File: config.mk
export PLATFORM = sky130hd
export DESIGN_NAME = tick_timer
export DESIGN_NICKNAME = d
export VERILOG_FILES = /design/src/rtl/tick_timer_pkg.sv /design/src/rtl/tick_timer_ctrl.sv /design/src/rtl/tick_timer_datapath.sv /design/src/rtl/tick_timer.sv
export SDC_FILE = /design/constraint.sdc
export NUM_CORES = 1
export LEC_CHECK = 0
export BUFFER_PORTS_ARGS = -buffer_cell sky130_fd_sc_hd__buf_2
export CORE_MARGIN = 4
export CORE_UTILIZATION = 50
export DETAILED_ROUTE_END_ITERATION = 6
export PLACE_DENSITY_LB_ADDON = 0.05
export RECOVER_POWER = 25
export SLEW_MARGIN = 25
export SYNTH_ARGS = -nofsm -noshare
export SYNTH_HDL_FRONTEND = slang
export SYNTH_SLANG_ARGS = --single-unit
export TNS_END_PERCENT = 10
File: constraint.sdc
create_clock -name clk -period 5 [get_ports clk]
set_input_delay 0.5 -clock clk [delete_from_list [all_inputs] [get_ports clk]]
set_output_delay 0.5 -clock clk [all_outputs]
set_load 0.02 [all_outputs]
File: src/rtl/tick_timer_pkg.sv
package tick_timer_pkg;
  localparam logic [1:0] ADDR_TMR  = 2'd0;
  localparam logic [1:0] ADDR_CTRL = 2'd1;
  localparam logic [1:0] ADDR_FLAG = 2'd2;

  typedef struct packed {
    logic tick;     // accepted source event this cycle
    logic loadTmr;  // bus load of the timer, clears the prescaler
    logic clrFlag;  // software clear of the overflow flag
  } tmrStrobe_t;
endpackage

File: src/rtl/tick_timer_ctrl.sv
module tick_timer_ctrl
  import tick_timer_pkg::*;
#(
  parameter int SEL_W       = 3,
  parameter int SYNC_STAGES = 2
) (
  input  logic             clk,
  input  logic             rstN,
  input  logic             instTick,
  input  logic             extPin,
  input  logic             sleepMode,
  input  logic             convBusy,
  input  logic             wakeEn,
  input  logic             busWe,
  input  logic [1:0]       busAddr,
  input  logic [SEL_W+1:0] ctrlWdata,
  output tmrStrobe_t       strobe,
  output logic [SEL_W-1:0] preSel,
  output logic             srcExt,
  output logic             edgeFall
);
  localparam int CW = SEL_W + 2;

  logic [SYNC_STAGES-1:0] syncQ;
  logic pinPrev, pinNow, riseEv, fallEv, srcEvent, runOk, wrTmr;

  always_ff @(posedge clk or negedge rstN) begin
    if (!rstN) begin
      syncQ   <= '0;
      pinPrev <= 1'b0;
    end else begin
      syncQ   <= {syncQ[SYNC_STAGES-2:0], extPin};
      pinPrev <= syncQ[SYNC_STAGES-1];
    end
  end

  always_ff @(posedge clk or negedge rstN) begin
    if (!rstN) begin
      srcExt   <= 1'b0;
      edgeFall <= 1'b0;
      preSel   <= '0;
    end else if (busWe && busAddr == ADDR_CTRL) begin
      srcExt   <= ctrlWdata[0];
      edgeFall <= ctrlWdata[1];
      preSel   <= ctrlWdata[CW-1:2];
    end
  end

  always_comb begin
    pinNow   = syncQ[SYNC_STAGES-1];
    riseEv   = pinNow & ~pinPrev;
    fallEv   = ~pinNow & pinPrev;
    srcEvent = srcExt ? (edgeFall ? fallEv : riseEv) : instTick;
    runOk    = ~sleepMode | (convBusy & wakeEn);
    wrTmr    = busWe && (busAddr == ADDR_TMR);
    strobe.loadTmr = wrTmr;
    strobe.tick    = srcEvent & runOk & ~wrTmr;
    strobe.clrFlag = busWe && (busAddr == ADDR_FLAG) && !ctrlWdata[0];
  end
endmodule

File: src/rtl/tick_timer_datapath.sv
module tick_timer_datapath
  import tick_timer_pkg::*;
#(
  parameter int DATA_W = 8,
  parameter int SEL_W  = 3
) (
  input  logic              clk,
  input  logic              rstN,
  input  tmrStrobe_t        strobe,
  input  logic [SEL_W-1:0]  preSel,
  input  logic [DATA_W-1:0] busWdata,
  output logic [DATA_W-1:0] tmrValue,
  output logic              ovfFlag
);
  localparam int PRE_W = 1 << SEL_W;

  logic [PRE_W-1:0] preCnt;
  logic [PRE_W-1:0] tapDone;
  logic selDone, tmrInc, wrapNow;

  // tap i completes after 2^(i+1) events: low i+1 bits all ones
  for (genvar i = 0; i < PRE_W; i++) begin : g_tap
    assign tapDone[i] = &preCnt[i:0];
  end

  always_comb begin
    selDone = tapDone[preSel];
    tmrInc  = strobe.tick & selDone;
    wrapNow = tmrInc & (&tmrValue);
  end

  always_ff @(posedge clk or negedge rstN) begin
    if (!rstN) begin
      preCnt   <= '0;
      tmrValue <= '0;
    end else if (strobe.loadTmr) begin
      preCnt   <= '0;
      tmrValue <= busWdata;
    end else if (strobe.tick) begin
      preCnt <= preCnt + 1'b1;
      if (tmrInc) tmrValue <= tmrValue + 1'b1;
    end
  end

  always_ff @(posedge clk or negedge rstN) begin
    if (!rstN)               ovfFlag <= 1'b0;
    else if (wrapNow)        ovfFlag <= 1'b1;
    else if (strobe.clrFlag) ovfFlag <= 1'b0;
  end
endmodule

File: src/rtl/tick_timer.sv
module tick_timer
  import tick_timer_pkg::*;
#(
  parameter int DATA_W = 8,
  parameter int SEL_W  = 3
) (
  input  logic              clk,
  input  logic              rstN,
  input  logic              instTick,
  input  logic              extPin,
  input  logic              sleepMode,
  input  logic              convBusy,
  input  logic              wakeEn,
  input  logic              busWe,
  input  logic [1:0]        busAddr,
  input  logic [DATA_W-1:0] busWdata,
  output logic [DATA_W-1:0] tmrValue,
  output logic [DATA_W-1:0] ctrlValue,
  output logic              ovfFlag
);
  localparam int CW = SEL_W + 2;

  tmrStrobe_t       strobe;
  logic [SEL_W-1:0] preSel;
  logic             srcExt, edgeFall;

  tick_timer_ctrl #(.SEL_W(SEL_W), .SYNC_STAGES(2)) u_ctrl (
    .clk(clk), .rstN(rstN), .instTick(instTick), .extPin(extPin),
    .sleepMode(sleepMode), .convBusy(convBusy), .wakeEn(wakeEn),
    .busWe(busWe), .busAddr(busAddr), .ctrlWdata(busWdata[CW-1:0]),
    .strobe(strobe), .preSel(preSel), .srcExt(srcExt), .edgeFall(edgeFall)
  );

  tick_timer_datapath #(.DATA_W(DATA_W), .SEL_W(SEL_W)) u_dp (
    .clk(clk), .rstN(rstN), .strobe(strobe), .preSel(preSel),
    .busWdata(busWdata), .tmrValue(tmrValue), .ovfFlag(ovfFlag)
  );

  assign ctrlValue = {{(DATA_W-CW){1'b0}}, preSel, edgeFall, srcExt};
endmodule

==> results of run 1 <==
-- sequential cells by signal (all words and copies together), names as in the netlist --
signal	flops
u_ctrl.srcExt	1
u_dp.preCnt	8
u_ctrl.edgeFall	1
u_ctrl.preSel	3
u_dp.ovfFlag	1
u_dp.tmrValue	8
u_ctrl.syncQ	2
u_ctrl.pinPrev	1
-- per-stage QoR --
stage	power [mW]	worst slack, ns
floorplan	0.450	3.08
global placement	0.512	2.73
detailed placement	0.520	2.63
CTS	0.614	2.61
global route	0.656	2.46
finish	0.609	2.62
-- worst min-delay path by stage --
| stage | to | slack [ns] | startpoint |
|---|---|---|---|
| 5_1_grt | u_ctrl.syncQ[0]$_DFF_PN0_ | 0.25 | extPin |
| 3_3_place_gp | u_ctrl.syncQ[1]$_DFF_PN0_ | 0.34 | u_ctrl.syncQ[0]$_DFF_PN0_ |
| 6_report | u_ctrl.syncQ[0]$_DFF_PN0_ | 0.27 | extPin |
| 2_1_floorplan | u_ctrl.edgeFall$_DFFE_PN0P_ | 0.20 | rstN |
| 3_5_place_dp | u_ctrl.syncQ[1]$_DFF_PN0_ | 0.34 | u_ctrl.syncQ[0]$_DFF_PN0_ |
| 4_1_cts | u_dp.preCnt[3]$_DFFE_PN0P_ | 0.15 | rstN |
-- cell type report --
cell class                      instances  area share (%)
Clock buffer                            3            1.41
Clock inverter                          1           0.313
Inverter                                1           0.235
Multi-Input combinational cell        112            46.8
Sequential cell                        25            39.2
Tap cell                               31            2.43
Timing Repair Buffer                   31            9.64
-- cell usage in the layout, fill, tap and decap left out, types with 3 or more instances in the layout --
cell / n
conb_1: 3
a21oi_1: 8
clkbuf_4: 3
nor2_1: 7
nand3_1: 16
mux2i_1: 3
a31oi_1: 4
and3_1: 5
buf_2: 30
nand2_1: 10
ha_1: 4
o211ai_1: 5
nand3b_1: 3
xor2_1: 3
dfrtp_1: 25
mux2_2: 5
or3_1: 4
-- metal layers --
metal  global-route usage, %  wire (um)  up-vias
li1                        -          -      597
met1                    25.7       1480      606
met2                    32.0       1610       17
met3                    3.56         89        4
met4                    4.55         20        0
met5                       0          0        -
-- power groups by stage --
stage | Combinational (mW) | Clock (mW) | Sequential, mW
6_report | 0.223 | 0.0932 | 0.293
5_1_grt | 0.251 | 0.105 | 0.301
4_1_cts | 0.225 | 0.0963 | 0.292
3_5_place_dp | 0.224 | 0 | 0.296
3_3_place_gp | 0.218 | 0 | 0.295
2_1_floorplan | 0.136 | 0 | 0.314
-- kinds of logic after synthesis --
logic type	after synthesis	synth area share [%]
AND/OR/NAND/NOR	65	26.4
AO/OA/AOI/OAI	29	13.4
flip-flops	25	43.9
buffers and inverters	11	4.57
multiplexers	8	6.06
adder cells (fa/ha/maj)	4	3.52
XOR/XNOR	3	1.85
other	1	0.263
==> flow_summary.json, run 1 <==
{
  "status": "completed",
  "grt_max_degree": 26,
  "finalHoldViolations": 0,
  "seqCellArea_um2": 626,
  "switching_share_pct": 40.5,
  "startpoint": "u_dp.preCnt[0]$_DFFE_PN0P_",
  "core_area_um2": 2730,
  "internal_power_mw": 0.362,
  "ys_top_cells_by_count": "dfrtp_1, nand3_1, nand2_1",
  "slew_headroom_pct": 9.78,
  "fin_crit_sh_pct": 47.7,
  "irDropWorstVdd_mv": 0.293,
  "antenna_found_initial": 0,
  "final_area_um2": 1600,
  "crit_slowest_cell": "or4_1",
  "boundaryPins": 35,
  "rows": 19,
  "max_freq_ghz": 0.419,
  "netlist_area_um2": 1420,
  "r2r_slack_ns": 2.62,
  "utilization_pct": 58.4,
  "multi_input_area_um2": 747,
  "timing.rr.end": "u_dp.tmrValue[7]$_DFFE_PN0P_",
  "gr-usage-all-layers_pct": 19.1,
  "die_area_um2": 3770,
  "r2r_cells": 7,
  "drive_gt1_share_pct": 24.9,
  "clkSlewWorstSetupHoldPaths_ns": 0.14,
  "worst_path_most_repeated_cell": "ha_1",
  "synth_seq_cells": 25,
  "fillers": 268,
  "min_path_cells": 1,
  "cts.repair.resized": 0,
  "p_seq_share_pct": 48.1,
  "drv_slew": 0,
  "arrival_ns": 2.64,
  "stdcell_count": 204,
  "cp_max_fo": 13,
  "nNetsFinal": 196,
  "p_switching_mw": 0.247,
  "cts_setup_buffers": 0,
  "synth_top_area_cell": "dfrtp_1",
  "postCtsHoldBufs": 0,
  "ys_top_cells_by_area": "dfrtp_1, nand3_1, mux2_2",
  "place_area_um2": 1560,
  "worstSetupEndpointType": "register",
  "portBuffers": 31,
  "synthDistinctLibCells": 40,
  "grt_pass1_vias": 1159,
  "final_antenna_net_count": 0,
  "clockBufferDepth": 2,
  "synthCells": 146,
  "skew_ns": 0.00699,
  "first_pass_iters": 4,
  "post_drt_wl_per_cell_um": 15.7,
  "grt_pass1_wl_mm": 5.33,
  "clock-sinks": 25,
  "initial_core_util_pct": 52.1,
  "worst_slew_pin_slew_ns": 1.35,
  "timing.rr.start": "u_dp.preCnt[0]$_DFFE_PN0P_",
  "die_h_um": 61.4,
  "gr-total-overflow": 0,
  "cts_max_level": 1,
  "clkLatencyLatePin_ns": 0.32,
  "setup_viol": 0,
  "drv_cap": 0,
  "path_cells": "ha_1 -> ha_1 -> mux2i_1 -> o221ai_1 -> nand3_1 -> or4_1 -> a31oi_1",
  "placed_cells": 200,
  "synth-edff-count": 0,
  "drt-initial-drc-count": 58,
  "rsz0062_at_grt": "no",
  "p_leak_nw": 0.717,
  "hold_class": "input port to register",
  "synth-seq-area-share_pct": 43.9,
  "postSynthAreaPerCell_um2": 9.75,
  "diodes": 0,
  "layout_min_cycle_time_ns": 2.38,
  "fin_setup_tns_ns": 0,
  "root_buffer": "clkbuf_4",
  "crit_path_start_kind": "register",
  "globalplace.congestion": 0.840,
  "crit_type": "register to register",
  "power_density_nw_per_um2": 381,
  "yosys_warnings": 0,
  "cts_tree": "built",
  "postSynth.asyncResetShare_pct": 100,
  "finalHoldWorstSlack_ns": 0.265,
  "endpoint": "u_dp.tmrValue[7]$_DFFE_PN0P_",
  "slowest_delay_ns": 0.59,
  "crit_buf_inv": 0,
  "synth_top_area_share_pct": 43.9,
  "wl_mm": 3.20,
  "areaGrowthSynthToFinish_pct": 12.1,
  "drc_errors": 0,
  "crit_family": "simple AND/OR/NAND/NOR gates",
  "worstSetupPathDepth": 7,
  "synth.most_common_cell": "dfrtp_1",
  "critPathRequiredTime_ns": 5.26,
  "clkPwrFrac_pct": 15.3,
  "synthFlopType": "dfrtp_1",
  "avgViaCountPerCell": 6.00,
  "place_hpwl_mm": 2.41,
  "routed-via-count": 1224,
  "cts_buffers": 3,
  "p_comb_share_pct": 36.6,
  "die_width_um": 61.4
}
Power figures use the tool's default switching activity.
==> run 2, diff against run 1 <==
--- a/config.mk
+++ b/config.mk
@@ -7,7 +7,7 @@
 export LEC_CHECK = 0
 export BUFFER_PORTS_ARGS = -buffer_cell sky130_fd_sc_hd__buf_2
 export CORE_MARGIN = 4
-export CORE_UTILIZATION = 50
+export CORE_UTILIZATION = 47
 export DETAILED_ROUTE_END_ITERATION = 6
 export PLACE_DENSITY_LB_ADDON = 0.05
 export RECOVER_POWER = 25
==> constraint.sdc (replaced) <==
create_clock -name clk -period 1.97 [get_ports clk]
set_input_delay 0.197 -clock clk [delete_from_list [all_inputs] [get_ports clk]]
set_output_delay 0.197 -clock clk [all_outputs]
set_load 0.02 [all_outputs]
==> run 2 against run 1 <==
Net effect:
- clock power grew to 2.5 times the previous value
- via count up 5.4%
- total power rose to 2.7 times the previous value
- core utilization rose by 2.2 points
- design area rose by 7.4%
- die area increased by 5.5%
- critical path depth is 1 higher
- first-iteration DRC count increased by 12%
- hold slack got worse by 0.16 ns
- combinational power grew to 3.0 times the previous value
- flip-flop and latch count is the same
- global-route usage decreased by 0.71 points
- critical endpoint is now u_dp.tmrValue[0]$_DFFE_PN0P_
==> flow_summary.json, run 2 (same netlist as run 1, synthesis figures left out) <==
{
  "timing.rr.end": "u_dp.tmrValue[0]$_DFFE_PN0P_",
  "power_density_nw_per_um2": 958,
  "p_switching_mw": 0.654,
  "gr-usage-all-layers_pct": 18.4,
  "crit_buf_inv": 1,
  "slew_headroom_pct": 7.27,
  "die_width_um": 63.0,
  "internal_power_mw": 0.990,
  "timing.rr.start": "u_dp.preCnt[1]$_DFFE_PN0P_",
  "place_hpwl_mm": 2.55,
  "crit_type": "register to register",
  "p_seq_share_pct": 45.1,
  "final_area_um2": 1720,
  "r2r_cells": 8,
  "setup_viol": 0,
  "path_cells": "ha_2 -> and3_4 -> ha_1 -> nand2b_1 -> o221a_4 -> buf_6 -> or3_1 -> a31oi_1",
  "slowest_delay_ns": 0.39,
  "endpoint": "u_dp.tmrValue[0]$_DFFE_PN0P_",
  "drv_slew": 0,
  "routed-via-count": 1290,
  "cts_tree": "built",
  "clkSlewWorstSetupHoldPaths_ns": 0.14,
  "final_common_cell": "buf_2",
  "clkLatencyLatePin_ns": 0.32,
  "gr-total-overflow": 0,
  "clockBufferDepth": 2,
  "grt_pass1_wl_mm": 5.87,
  "core_area_um2": 2830,
  "fin_crit_sh_pct": 99.9,
  "die_area_um2": 3970,
  "grt_pass1_vias": 1287,
  "portBuffers": 31,
  "boundaryPins": 35,
  "clock-sinks": 25,
  "crit_slowest_cell": "dfrtp_1",
  "p_comb_share_pct": 40.6,
  "rsz0062_at_grt": "yes",
  "worst_slew_pin_slew_ns": 1.39,
  "skew_ns": 0.00419,
  "arrival_ns": 2.22,
  "diodes": 0,
  "fillers": 254,
  "drive_gt1_share_pct": 30.8,
  "drt-initial-drc-count": 65,
  "first_pass_iters": 4,
  "max_freq_ghz": 0.508,
  "finalHoldWorstSlack_ns": 0.104,
  "nNetsFinal": 208,
  "cp_max_fo": 7,
  "worstSetupPathDepth": 8,
  "avgViaCountPerCell": 5.97,
  "startpoint": "u_dp.preCnt[1]$_DFFE_PN0P_",
  "final_antenna_net_count": 0,
  "antenna_found_initial": 0,
  "clkPwrFrac_pct": 14.3,
  "crit_path_start_kind": "register",
  "die_h_um": 63.0,
  "initial_core_util_pct": 50.3,
  "p_leak_nw": 0.774,
  "cts_max_level": 1,
  "largestRegisters": "u_dp.preCnt: 8 flops, u_dp.tmrValue: 8 flops, u_ctrl.preSel: 3 flops",
  "cts_buffers": 3,
  "root_buffer": "clkbuf_4",
  "seqCellArea_um2": 626,
  "rows": 19,
  "drc_errors": 0,
  "place_area_um2": 1630,
  "final_cell_mix": "buf_2, dfrtp_1, nand3_1",
  "grt_max_degree": 26,
  "crit_family": "simple AND/OR/NAND/NOR gates",
  "irDropWorstVdd_mv": 0.532,
  "finalHoldViolations": 0,
  "worstSetupEndpointType": "register",
  "hold_class": "input port to register",
  "areaGrowthSynthToFinish_pct": 20.5,
  "globalplace.congestion": 0.845,
  "switching_share_pct": 39.8,
  "drv_cap": 0,
  "utilization_pct": 60.6,
  "r2r_slack_ns": 0.003,
  "power_mw": 1.64,
  "post_drt_wl_per_cell_um": 15.5,
  "status": "completed",
  "critPathRequiredTime_ns": 2.23,
  "wl_mm": 3.34,
  "layout_min_cycle_time_ns": 1.97,
  "multi_input_area_um2": 767
}
## run 2: repair_timing
action	in CTS	in global routing
resized for setup	2	4
endpoints found under the setup margin	3	5
setup buffers	1	0
hold buffers	2	0
hold endpoints to repair	26	0
pin swaps	4	2
## run 2: worst min path at each step
stage                     start  depth (start not counted)  slack (ns)                           end
global placement           rstN                          1        0.22    u_dp.preCnt[5]$_DFFE_PN0P_
floorplan                  rstN                          0        -0.1   u_ctrl.edgeFall$_DFFE_PN0P_
finish              busWdata[6]                          3        0.10  u_dp.tmrValue[6]$_DFFE_PN0P_
global route        busWdata[3]                          2        0.12  u_ctrl.preSel[1]$_DFFE_PN0P_
CTS                 busWdata[6]                          3        0.10  u_dp.tmrValue[6]$_DFFE_PN0P_
detailed placement         rstN                          1        0.22    u_dp.preCnt[7]$_DFFE_PN0P_
## run 2: final cells by class
class / count / area share, %
repair buffers: 43 / 14.7
inverters: 1 / 0.219
clock buffers: 3 / 1.31
multi-input cells: 112 / 44.7
flip-flops and latches: 25 / 36.5
clock inverters: 1 / 0.292
well taps: 31 / 2.26
## run 2: tightest hold or removal path, cell delays in order
cell and delay (ns):
buf_2 0.08, a21oi_1 0.05, nand3_1 0.07
## run 2: per-layer routing
| metal | vias up | part of all wire, % | GRT usage (%) |
|---|---|---|---|
| li1 | 616 | - | - |
| met1 | 632 | 45 | 24.3 |
| met2 | 38 | 49 | 30.3 |
| met3 | 4 | 5.0 | 2.88 |
| met4 | 0 | 0.84 | 6.61 |
| met5 | - | 0 | 0 |
## run 2: power groups by stage
stage,clock [mW],sequential (mW),combinational [mW]
after floorplan,0,0.797,0.346
after detailed placement,0,0.749,0.627
after global routing,0.267,0.767,0.742
after CTS,0.237,0.738,0.654
final,0.235,0.742,0.667
after global placement,0,0.740,0.614
## run 2: metrics by stage
stage	setup TNS [ns]	std cells	worst slack [ns]
after detailed placement	-0.0637	209	-0.0394
after global routing	-0.185	216	-0.0702
final	0	216	0.00268
after floorplan	0	148	0.0451
after global placement	0	209	0.0504
after CTS	-0.0126	216	-0.0126
==> run 3, diff against run 2 <==
--- a/config.mk
+++ b/config.mk
@@ -6,8 +6,10 @@
 export NUM_CORES = 1
 export LEC_CHECK = 0
 export BUFFER_PORTS_ARGS = -buffer_cell sky130_fd_sc_hd__buf_2
+export CELL_PAD_IN_SITES_DETAIL_PLACEMENT = 1
+export CELL_PAD_IN_SITES_GLOBAL_PLACEMENT = 1
 export CORE_MARGIN = 4
-export CORE_UTILIZATION = 47
+export CORE_UTILIZATION = 36
 export DETAILED_ROUTE_END_ITERATION = 6
 export PLACE_DENSITY_LB_ADDON = 0.05
 export RECOVER_POWER = 25
==> run 3 against run 2 <==
Net effect:
- setup slack improved by 0.0022 ns
- via count up 0.39%
- hold slack worse by 0.079 ns
- clock skew is 0.0017 ns higher
- critical endpoint is now u_dp.tmrValue[7]$_DFFE_PN0P_
- clock power grew 31%
- first-iteration DRC count increased by 17%
- design area rose by 6.1%
==> flow_summary.json, run 3 (same netlist as run 1, synthesis figures left out) <==
{
  "arrival_ns": 2.16,
  "cp_max_fo": 4,
  "boundaryPins": 35,
  "largestRegisters": "u_dp.preCnt: 8 flops, u_dp.tmrValue: 8 flops, u_ctrl.preSel: 3 flops",
  "worstSetupEndpointType": "register",
  "cts_tree": "built",
  "antenna_found_initial": 0,
  "layout_min_cycle_time_ns": 1.97,
  "slew_headroom_pct": 3.55,
  "clkPwrFrac_pct": 17.0,
  "p_seq_share_pct": 41.7,
  "fin_setup_tns_ns": 0,
  "clkLatencyLatePin_ns": 0.27,
  "grt_pass1_wl_mm": 6.79,
  "nNetsFinal": 210,
  "first_pass_iters": 4,
  "utilization_pct": 48.6,
  "root_buffer": "clkbuf_8",
  "place_hpwl_mm": 2.95,
  "crit_path_start_kind": "register",
  "status": "completed",
  "crit_type": "register to register",
  "p_switching_mw": 0.709,
  "post_drt_wl_per_cell_um": 17.3,
  "initial_core_util_pct": 38.0,
  "cts_max_level": 1,
  "path_cells": "ha_4 -> and3_4 -> ha_4 -> nand2b_4 -> o221a_4 -> or4_1 -> a31oi_1",
  "drc_errors": 0,
  "hold_class": "input port to register",
  "routed-via-count": 1295,
  "rows": 22,
  "final_cell_mix": "buf_2, dfrtp_1, nand3_1",
  "cts_buffers": 3,
  "final_common_cell": "buf_2",
  "critPathRequiredTime_ns": 2.17,
  "hold_start": "extPin",
  "p_comb_share_pct": 41.3,
  "setup_viol": 0,
  "drv_cap": 0,
  "avgViaCountPerCell": 5.51,
  "finalHoldViolations": 0,
  "drv_slew": 0,
  "skew_ns": 0.00589,
  "p_leak_nw": 0.792,
  "slowest_delay_ns": 0.47,
  "clock-sinks": 25,
  "max_freq_ghz": 0.509,
  "irDropWorstVdd_mv": 0.424,
  "clockBufferDepth": 2,
  "wl_mm": 4.07,
  "rsz0062_at_grt": "yes",
  "final_antenna_net_count": 0,
  "areaGrowthSynthToFinish_pct": 27.9,
  "die_width_um": 70.9,
  "drt-initial-drc-count": 76,
  "stdcell_count": 235,
  "die_h_um": 70.9,
  "timing.rr.start": "u_dp.preCnt[0]$_DFFE_PN0P_",
  "die_area_um2": 5030,
  "switching_share_pct": 39.1,
  "internal_power_mw": 1.11,
  "clkSlewWorstSetupHoldPaths_ns": 0.09,
  "core_area_um2": 3740,
  "diodes": 0,
  "worst_path_most_repeated_cell": "ha_4",
  "placed_cells": 227,
  "globalplace.congestion": 0.868,
  "finalHoldWorstSlack_ns": 0.0259,
  "crit_slowest_cell": "or4_1",
  "pre_cts_ws_ns": -0.104,
  "startpoint": "u_dp.preCnt[0]$_DFFE_PN0P_",
  "grt_max_degree": 26,
  "portBuffers": 31,
  "fin_crit_sh_pct": 99.8,
  "power_density_nw_per_um2": 997,
  "gr-usage-all-layers_pct": 16.7,
  "worst_slack_ns": 0.00489,
  "worst_slew_pin_slew_ns": 1.45,
  "gr-total-overflow": 0,
  "grt_pass1_vias": 1362,
  "drive_gt1_share_pct": 33.7
}
-- run 3: cell count changes in the layout (fill, tap and decap cells not counted), sizes merged --
cell | before | now
buf | 40 | 42
clkbuf | 4 | 6
clkinv | 1 | 0
dlygate4sd3 | 2 | 1
-- run 3: what timing repair did --
item	in CTS	in global routing
hold endpoints to repair	25	0
endpoints found under the setup margin	5	6
resized for setup	7	8
pin swaps	7	9
setup buffers	2	1
hold buffers	1	0
gates cloned	0	0
-- run 3: power groups by stage --
stage	combinational (mW)	clock, mW	sequential (mW)
after CTS	0.689	0.313	0.741
after detailed placement	0.649	0	0.752
final	0.750	0.308	0.756
after global placement	0.636	0	0.744
after global routing	0.826	0.335	0.780
after floorplan	0.346	0	0.797
-- run 3: path summary, 6_finish.rpt --
path                                           endpoint  slack, ns  depth (start not counted)
max                        u_dp.tmrValue[7]$_DFFE_PN0P_      0.005                          7
min                           u_ctrl.syncQ[0]$_DFF_PN0_       0.03                          1
max reg2reg                u_dp.tmrValue[7]$_DFFE_PN0P_      0.005                          7
min reg2reg                   u_ctrl.syncQ[1]$_DFF_PN0_       0.36                          0
max in group asynchronous  u_dp.tmrValue[3]$_DFFE_PN0P_       0.33                          2
min in group asynchronous     u_ctrl.syncQ[0]$_DFF_PN0_       0.80                          2
-- run 3: final cells by class --
cell class                 instances  area (um2)
sequential                        25         626
timing repair buffer              45         268
multi-input combinational        112         818
tap                               48        60.1
inverter                           1        3.75
fill                             455        1920
clock buffer                       4        45.0
-- run 3: per-stage QoR --
step,cell area (um2),power [mW]
CTS,1760,1.74
global route,1820,1.94
global placement,1660,1.38
floorplan,1430,1.14
finish,1820,1.81
detailed placement,1660,1.40
-- run 3: worst max-delay path, delay by kind of cell (launching register included) --
family	cells	cell delay, ns
AO/OA/AOI/OAI	2	0.45
flip-flops	1	0.40
adder cells (fa/ha/maj)	2	0.32
AND/OR/NAND/NOR	3	0.72
-- run 3: routing by layer --
| metal | up-vias | GRT usage [%] | wire (um) |
|---|---|---|---|
| met5 | - | 0 | 0 |
| met4 | 0 | 4.59 | 55 |
| met3 | 6 | 1.85 | 133 |
| met2 | 26 | 28.5 | 2050 |
| met1 | 642 | 22.3 | 1830 |
| li1 | 621 | - | - |
